$ cat src/rtl/swd_host_xact.sv
module swd_host_xact #(
  parameter int HALF_W  = 8,
  parameter int RETRIES = 3
) (
  input  logic              clk,
  input  logic              rst_n,
  input  logic [HALF_W-1:0] half_period,
  input  logic              start,
  input  logic [7:0]        cmd,
  input  logic [31:0]       wdata,
  input  logic              swdio_in,
  output logic              swclk,
  output logic              swdio_out,
  output logic              swdio_oe,
  output logic              busy,
  output logic              done,
  output logic [7:0]        result,
  output logic [31:0]       rdata
);
  localparam int RW = $clog2(RETRIES + 1);
  localparam logic [HALF_W-1:0] ONE = 1;
  localparam logic [RW-1:0] RMAX = RW'(RETRIES);

  typedef enum logic [3:0] {
    S_IDLE, S_REQ, S_TRN, S_ACK, S_ATRN, S_WTRN, S_WDAT, S_WPAR, S_RDAT, S_RPAR, S_IDL8
  } st_t;

  st_t               st, nst;
  logic [4:0]        bitn, nbit;
  logic [HALF_W-1:0] cnt, hp_q;
  logic [7:0]        cmd_q, code;
  logic [31:0]       wd_q;
  logic [2:0]        ack;
  logic              rpar, fin, retry, n_oe, n_out;
  logic [RW-1:0]     r_cnt;

  wire tick = (cnt == hp_q - ONE);
  assign busy = (st != S_IDLE);

  always_comb begin
    nst = st; nbit = bitn + 5'd1; fin = 1'b0; retry = 1'b0; code = result;
    case (st)
      S_REQ:  if (bitn == 5'd7) begin nst = S_TRN; nbit = '0; end
      S_TRN:  begin nst = S_ACK; nbit = '0; end
      S_ACK:  if (bitn == 5'd2) begin
                nbit = '0;
                if (ack == 3'b001) nst = cmd_q[2] ? S_RDAT : S_WTRN;
                else nst = S_ATRN;
              end
      S_ATRN: begin
                nbit = '0;
                if (ack == 3'b010 && r_cnt < RMAX) begin nst = S_REQ; retry = 1'b1; end
                else begin
                  fin = 1'b1;
                  code = (ack == 3'b010) ? 8'd30 : (ack == 3'b100) ? 8'd52 : 8'd5;
                end
              end
      S_WTRN: begin nst = S_WDAT; nbit = '0; end
      S_WDAT: if (bitn == 5'd31) begin nst = S_WPAR; nbit = '0; end
      S_WPAR: begin nst = S_IDL8; nbit = '0; end
      S_RDAT: if (bitn == 5'd31) begin nst = S_RPAR; nbit = '0; end
      S_RPAR: begin nst = S_IDL8; nbit = '0; end
      S_IDL8: if (bitn == 5'd7) begin
                fin = 1'b1;
                code = (cmd_q[2] && ((^rdata) ^ rpar)) ? 8'd51 : 8'd0;
              end
      default: ;
    endcase
  end

  always_comb begin
    n_oe = 1'b0; n_out = swdio_out;
    case (nst)
      S_REQ:  begin n_oe = 1'b1; n_out = cmd_q[nbit[2:0]]; end
      S_WDAT: begin n_oe = 1'b1; n_out = wd_q[nbit]; end
      S_WPAR: begin n_oe = 1'b1; n_out = ^wd_q; end
      S_IDL8: begin n_oe = 1'b1; n_out = 1'b0; end
      default: ;
    endcase
  end

  always_ff @(posedge clk or negedge rst_n) begin
    if (!rst_n) begin
      st <= S_IDLE; bitn <= '0; cnt <= '0; hp_q <= ONE;
      cmd_q <= '0; wd_q <= '0; ack <= '0; rpar <= 1'b0; r_cnt <= '0;
      swclk <= 1'b1; swdio_out <= 1'b0; swdio_oe <= 1'b0;
      done <= 1'b0; result <= '0; rdata <= '0;
    end else begin
      done <= 1'b0;
      if (st == S_IDLE) begin
        if (start) begin
          hp_q <= (half_period == '0) ? ONE : half_period;
          cmd_q <= cmd; wd_q <= wdata; r_cnt <= '0;
          st <= S_REQ; bitn <= '0; cnt <= '0;
          swclk <= 1'b0; swdio_oe <= 1'b1; swdio_out <= cmd[0];
        end
      end else if (!tick) begin
        cnt <= cnt + ONE;
      end else begin
        cnt <= '0;
        if (!swclk) begin
          swclk <= 1'b1;
          case (st)
            S_ACK:  ack[bitn[1:0]] <= swdio_in;
            S_RDAT: rdata[bitn] <= swdio_in;
            S_RPAR: rpar <= swdio_in;
            default: ;
          endcase
        end else if (fin) begin
          st <= S_IDLE; done <= 1'b1; result <= code; swdio_oe <= 1'b0;
        end else begin
          st <= nst; bitn <= nbit; swclk <= 1'b0;
          swdio_oe <= n_oe; swdio_out <= n_out;
          if (retry) r_cnt <= r_cnt + 1'b1;
        end
      end
    end
  end

  AST_IDLE_LINES: assert property (@(posedge clk) disable iff (!rst_n)
    !busy |-> (swclk && !swdio_oe));
  AST_OUT_CLK_LOW: assert property (@(posedge clk) disable iff (!rst_n)
    !$stable(swdio_out) |-> !swclk);
  AST_ACK_RELEASED: assert property (@(posedge clk) disable iff (!rst_n)
    (st == S_TRN || st == S_ACK || st == S_ATRN) |-> !swdio_oe);
  AST_READ_RELEASED: assert property (@(posedge clk) disable iff (!rst_n)
    (st == S_RDAT || st == S_RPAR) |-> !swdio_oe);
  AST_RETRY_BOUND: assert property (@(posedge clk) disable iff (!rst_n)
    r_cnt <= RMAX);
  AST_DONE_PULSE: assert property (@(posedge clk) disable iff (!rst_n)
    done |=> !done);
  AST_DONE_ENDS_BUSY: assert property (@(posedge clk) disable iff (!rst_n)
    done |-> (!busy && $past(busy)));
  AST_CODE_SET: assert property (@(posedge clk) disable iff (!rst_n)
    done |-> (result == 8'd0 || result == 8'd5 || result == 8'd30 ||
              result == 8'd51 || result == 8'd52));
endmodule

$ cat config.mk
export PLATFORM = sky130hd
export DESIGN_NAME = swd_host_xact
export DESIGN_NICKNAME = d
export VERILOG_FILES = /design/src/rtl/swd_host_xact.sv
export SDC_FILE = /design/constraint.sdc
export NUM_CORES = 1
export LEC_CHECK = 0
export BUFFER_PORTS_ARGS = -buffer_cell sky130_fd_sc_hd__buf_2
export CAP_MARGIN = 10
export CORE_ASPECT_RATIO = 1.5
export CORE_UTILIZATION = 63
export DETAILED_ROUTE_END_ITERATION = 10
export HOLD_SLACK_MARGIN = 0.02
export PLACE_DENSITY_LB_ADDON = 0.25
export SETUP_SLACK_MARGIN = 0.05
export SYNTH_ARGS = -nofsm -noshare
export SYNTH_HDL_FRONTEND = slang
export SYNTH_SLANG_ARGS = --single-unit
$ cat constraint.sdc
create_clock -name clk -period 9 [get_ports clk]
set_input_delay 0 -clock clk [delete_from_list [all_inputs] [get_ports clk]]
set_output_delay 0 -clock clk [all_outputs]
set_load 0.01 [all_outputs]
Word level (Yosys, flattened, before mapping):

Index checks and enable logic that the tools add are counted.

* register bits after elaboration: 115
* bits of input ports: 52
* output and inout bits: 45
* logic and storage cells: 155

* add/sub/neg operators: 4
* $lt $le $gt $ge: 7
* eq/ne operators: 25
* mux-type cells: 73
* bitwise operators: 3
* reduce and logical (&&, ||, !) cells: 28

Operators with widths (number)
* $reduce_xor 32->1: 2
* $mux 4: 12
* $mux 8: 6
* $mux 5: 8
* $bwmux 32: 1
* $pmux 4 s8: 1
* $mux 1: 27
* $eq 4x3->1 const B: 6
* $pmux 5 s4: 1
* $mux 6: 3
* $eq 4x4->1 const B: 4
* $pmux 8 s2: 1
* $reduce_and 4->1: 4
* $lt 5x6->1 const B: 2
* $mux 2: 6
* $reduce_and 5->1: 2
* $add 8x1->8 const B: 1
* $eq 4x1->1 const B: 2
* $eq 4x2->1 const B: 2
* $eq 8x8->1: 1
* $logic_not 8->1: 1
* $reduce_bool 2->1: 4
* $sub 8x1->8 const B: 1
* $reduce_and 7->1: 1
* 33 further kinds: 41

Depth between registers and ports, before layout:

* depth in word-level cells: 11
* mapped depth: 13
* depth with buffers taken out: 11

Worst setup path after synthesis:

Ideal clock, no wire load.

* path type: reg2reg
* from: register bitn[0]
* to: register swdio_out
* library setup time: 0.127 ns
* data arrival time: 2.971 ns
* required time: 8.873 ns
* path slack: 5.902 ns
* cell stages (with the launch flop): 14
* path buffers: 2
* period minus slack after synthesis: 3.098 ns
* cells stage by stage: dfrtp_1 -> ha_1 -> clkbuf_1 -> and3_1 -> ha_1 -> or4bb_1 -> nand4_2 -> or3_1 -> buf_4 -> nand2b_1 -> mux4_2 -> mux2i_1 -> o21a_1 -> a31oi_1

* longest elaborated chain between the ends: 10
* elaborated cells between the ends (all ways): 31
* those cells by class: add/sub: 1; eq/ne: 8; mux: 20; reduce/logical: 2

Ends and longest elaborated chain
* from (decl): line 29 `logic [4:0] bitn, nbit;`
* $add 5x1->5 (tied with other cells): line 41 `nst = st; nbit = bitn + 5'd1; fin = 1'b0; retry = 1'b0; code = result;`
* $mux 5 (on tied branches)
* $pmux 5 s4: line 42 `case (st)`
* $bmux 1 s5 / $bmux 1 s3 (equally long branches): line 75, 74
* $mux 1 (on tied branches): line 75, 74
* $pmux 1 s4: line 73 `case (nst)`
* $mux 1: line 109 `end else if (fin) begin`
* $mux 1: line 101 `if (!swclk) begin`
* $mux 1: line 97 `end else if (!tick) begin`
* $mux 1: line 90 `if (st == S_IDLE) begin`
* to (signal assigned): line 113 `swdio_oe <= n_oe; swdio_out <= n_out;`
* to (decl): line 13 `output logic swdio_out,`

Several ways; a longest one is shown, not always the timed one. The select of a mux whose other input is x is not followed.
A chain may end at the register's enable or synchronous reset.

Worst setup path after layout:

Same ends and word-level chain as after synthesis.

==> flow_metrics.env <==
export IMPL_hpwl_mm=11.26
export IMPL_yosysSeqAreaShare_pct=40.98
export IMPL_syn_to_final_growth_pct=22.54
export IMPL_fin_skew_ns=0.008154
export IMPL_setup_tns_ns=0
export IMPL_cts_sinks=113
export IMPL_final_nets=843
export IMPL_synth_edf_count=0
export IMPL_grt_pass1_vias=5810
export IMPL_p_per_area_mw_per_mm2=305.6
export IMPL_grtUsageTotal_pct=32.85
export IMPL_final_setup_worst_slack_ns=5.299
export IMPL_ys_types=81
export IMPL_yosys_area_top_type="dfrtp_1"
export IMPL_ys_flop_type="dfrtp_1"
export IMPL_start_util_pct=64.86
export IMPL_synthCells=653
export IMPL_first_pass_iters=5
export IMPL_maxClockFrequency_mhz=270.2
export IMPL_worstMarginPinSlew_ns=1.162
export IMPL_post_dp_cell_area_mm2=0.007423
export IMPL_die_area_mm2=0.01139
export IMPL_cts_setup_buffers=0
export IMPL_period_needed_ns=3.701
export IMPL_final_cell_mix="111 x dfrtp_1, 93 x buf_2, 69 x nand2_1, 61 x xnor2_1"
export IMPL_worst_hold_slack_ns=0.1558
export IMPL_postRouteAntennaNets=0
export IMPL_gp_congestion=0.9406
export IMPL_die_h_um=130.2
export IMPL_drt_initial_drc_count=472
export IMPL_grt_max_degree=61
export IMPL_design_area_mm2=0.008463
export IMPL_layout_commonest_cell="dfrtp_1"
export IMPL_post_drt_wl_per_cell_um=18.70
export IMPL_path_max_fanout=16
export IMPL_grt_pass1_wl_mm=28.50
export IMPL_hold_viol=0
export IMPL_crit_type="register to register"
export IMPL_rsz0062_at_grt="no"
export IMPL_clkTransAtPathRegs_ns=0.05
export IMPL_hold_class="primary input to asynchronous set/reset pin"
export IMPL_yosysTopAreaCellShare_pct=40.22
export IMPL_wl_met2_mm=9.433
export IMPL_p_leak_uw=0.003539
export IMPL_ys_warn_count=0
export IMPL_wl_met1_mm=6.678
export IMPL_antenna_found_initial=0
export IMPL_endpoint_kind="register"
export IMPL_synthArstFlopShare_pct=100.0
export IMPL_required_ns=9.29
export IMPL_setup_violations=0
export IMPL_insertion_delay_ns=0.42
export IMPL_post_place_ws_ns=5.364
export IMPL_arrival_ns=3.99
export IMPL_cts_tree="done"
export IMPL_num_vias=5716
export IMPL_wirelength_mm=17.56
export IMPL_ios=97
export IMPL_slew_violations=0
export IMPL_grt_overflow_total=0
export IMPL_fp_coreArea_mm2=0.01065
export IMPL_drv_cap=0
export IMPL_relSlewSlack_pct=22.54
export IMPL_ir_worst_vdd_mv=0.2913
export IMPL_status="finished clean"
export IMPL_diodes=0
export IMPL_max_clock_path_buffers=2
export IMPL_viasPerCell=6.087
export IMPL_cts_hold_buffers=50
export IMPL_cts_root_buf="clkbuf_16"
export IMPL_cp_start_kind="register"
export IMPL_syn_area_per_cell_um2=10.58
export IMPL_top_layer_used="met4"
export IMPL_syn_cell_area_mm2=0.006907
export IMPL_drive_above_1_share_pct=26.04
export IMPL_ys_ff_latch=113
export IMPL_drc_errors=0
export IMPL_synthTopCellsByArea="dfrtp_1 40%, mux2_2 8.2%, xnor2_1 7.7%, mux2_1 5.4%, nand2_1 3.8%"
export IMPL_die_w_um=87.49
export IMPL_timing_final_crit_share_pct=41.13
export IMPL_final_util_pct=79.48
export IMPL_num_rows=46
export IMPL_htree_levels=4
export IMPL_io_buffer_count=94
export IMPL_wl_met3_um=743
export IMPL_cts_resized=0
export IMPL_cts_buffers=17
## cells in the mapped netlist, types with 2 or more instances
cell type and number:
o31ai_4 2, buf_1 2, clkbuf_1 20, xnor2_1 61, and3_1 6, o21a_1 2
and2_1 5, inv_1 13, dfrtp_1 111, o211ai_1 8, mux2i_1 14, nand2b_1 13
o21ai_0 20, mux2_1 33, nand4_1 4, or3_1 10, o31ai_1 9, buf_4 5
mux2_2 50, or4_1 4, a21boi_0 2, or2_2 3, ha_1 8, a2111oi_0 3
nand3b_1 2, nand3_1 17, o311ai_0 5, o21ai_1 2, nor3b_1 3, dfstp_2 2
nand4b_1 4, nand2_1 69, xor2_1 16, o311ai_1 2, buf_2 10, mux4_2 3
nor2_1 28, a31oi_1 5, nor2b_1 6, a22o_1 6, a21oi_1 12, nor4b_4 5
nor3_1 10
## power breakdown
| group | switching (uW) | internal, uW | leakage [uW] | total [uW] |
|---|---|---|---|---|
| combinational | 551 | 562 | 0.00191 | 1110 |
| clock | 235 | 382 | 0.000255 | 617 |
| sequential | 201 | 654 | 0.00137 | 856 |
| total | 987 | 1600 | 0.00354 | 2590 |
## path summary, 6_finish.rpt
path	from	endpoint	slack, ns	cells past startpoint
max	bitn[0]$_DFFE_PN0P_	swdio_out$_DFFE_PN0P_	5.30	11
min	rst_n	result[1]$_DFFE_PN0P_	0.16	2
max reg2reg	bitn[0]$_DFFE_PN0P_	swdio_out$_DFFE_PN0P_	5.30	11
min reg2reg	result[3]$_DFFE_PN0P_	result[3]$_DFFE_PN0P_	0.47	2
max in group asynchronous	rst_n	rdata[14]$_DFFE_PN0P_	7.62	3
min in group clk	swdio_in	ack[2]$_DFFE_PN0P_	0.23	2
## state kept, by name (all words and copies together), names as in the netlist
register and cells:
bitn 5, rdata 32, ack 3, hp_q 8, wd_q 32, swclk 1
swdio_oe 1, result 6, cnt 8, cmd_q 8, st 4, r_cnt 2
rpar 1, done 1, swdio_out 1
## cell families (layout without fill, tap and decap cells)
group | after synthesis | in the layout | synth area share, %
compound gates | 98 | 98 | 10.58
flops | 113 | 113 | 40.98
other cells | 1 | 2 | 0.05430
mux | 100 | 100 | 16.54
xor+xnor | 77 | 77 | 9.764
buf+inv | 51 | 192 | 3.225
simple gates | 205 | 205 | 17.41
fa+ha+maj | 8 | 8 | 1.449
## through the flow
step	cells	total power, uW
final	939	2586
after global routing	939	2724
after CTS	939	2559
after detailed placement	858	1912
after global placement	858	1875
after floorplan	654	1641
## cell type report
type | count | area [um2]
sequential | 113 | 2830
clock buffer | 21 | 450.4
inverter | 14 | 52.55
tap | 144 | 180.2
fill | 670 | 2185
timing repair buffer | 147 | 996.0
multi-input combinational | 490 | 3865
clock inverter | 10 | 88.84
## critical path: stages (launching register included)
cell and delay, ns:
dfrtp_1 0.62, ha_1 0.46, and3_1 0.24, ha_1 0.23, or4bb_1 0.51, nand4_2 0.28
or3_1 0.33, nand2b_1 0.08, mux4_2 0.44, mux2i_1 0.17, o21a_1 0.13, a31oi_1 0.08
## routing by layer
metal  global-route usage, %  up-vias
met2                   59.05      230
met3                   5.756       58
met5                       0        -
met4                   16.20        0
met1                   37.15     2827
li1                        -     2601
No activity file was read; power rests on OpenSTA's default activity.
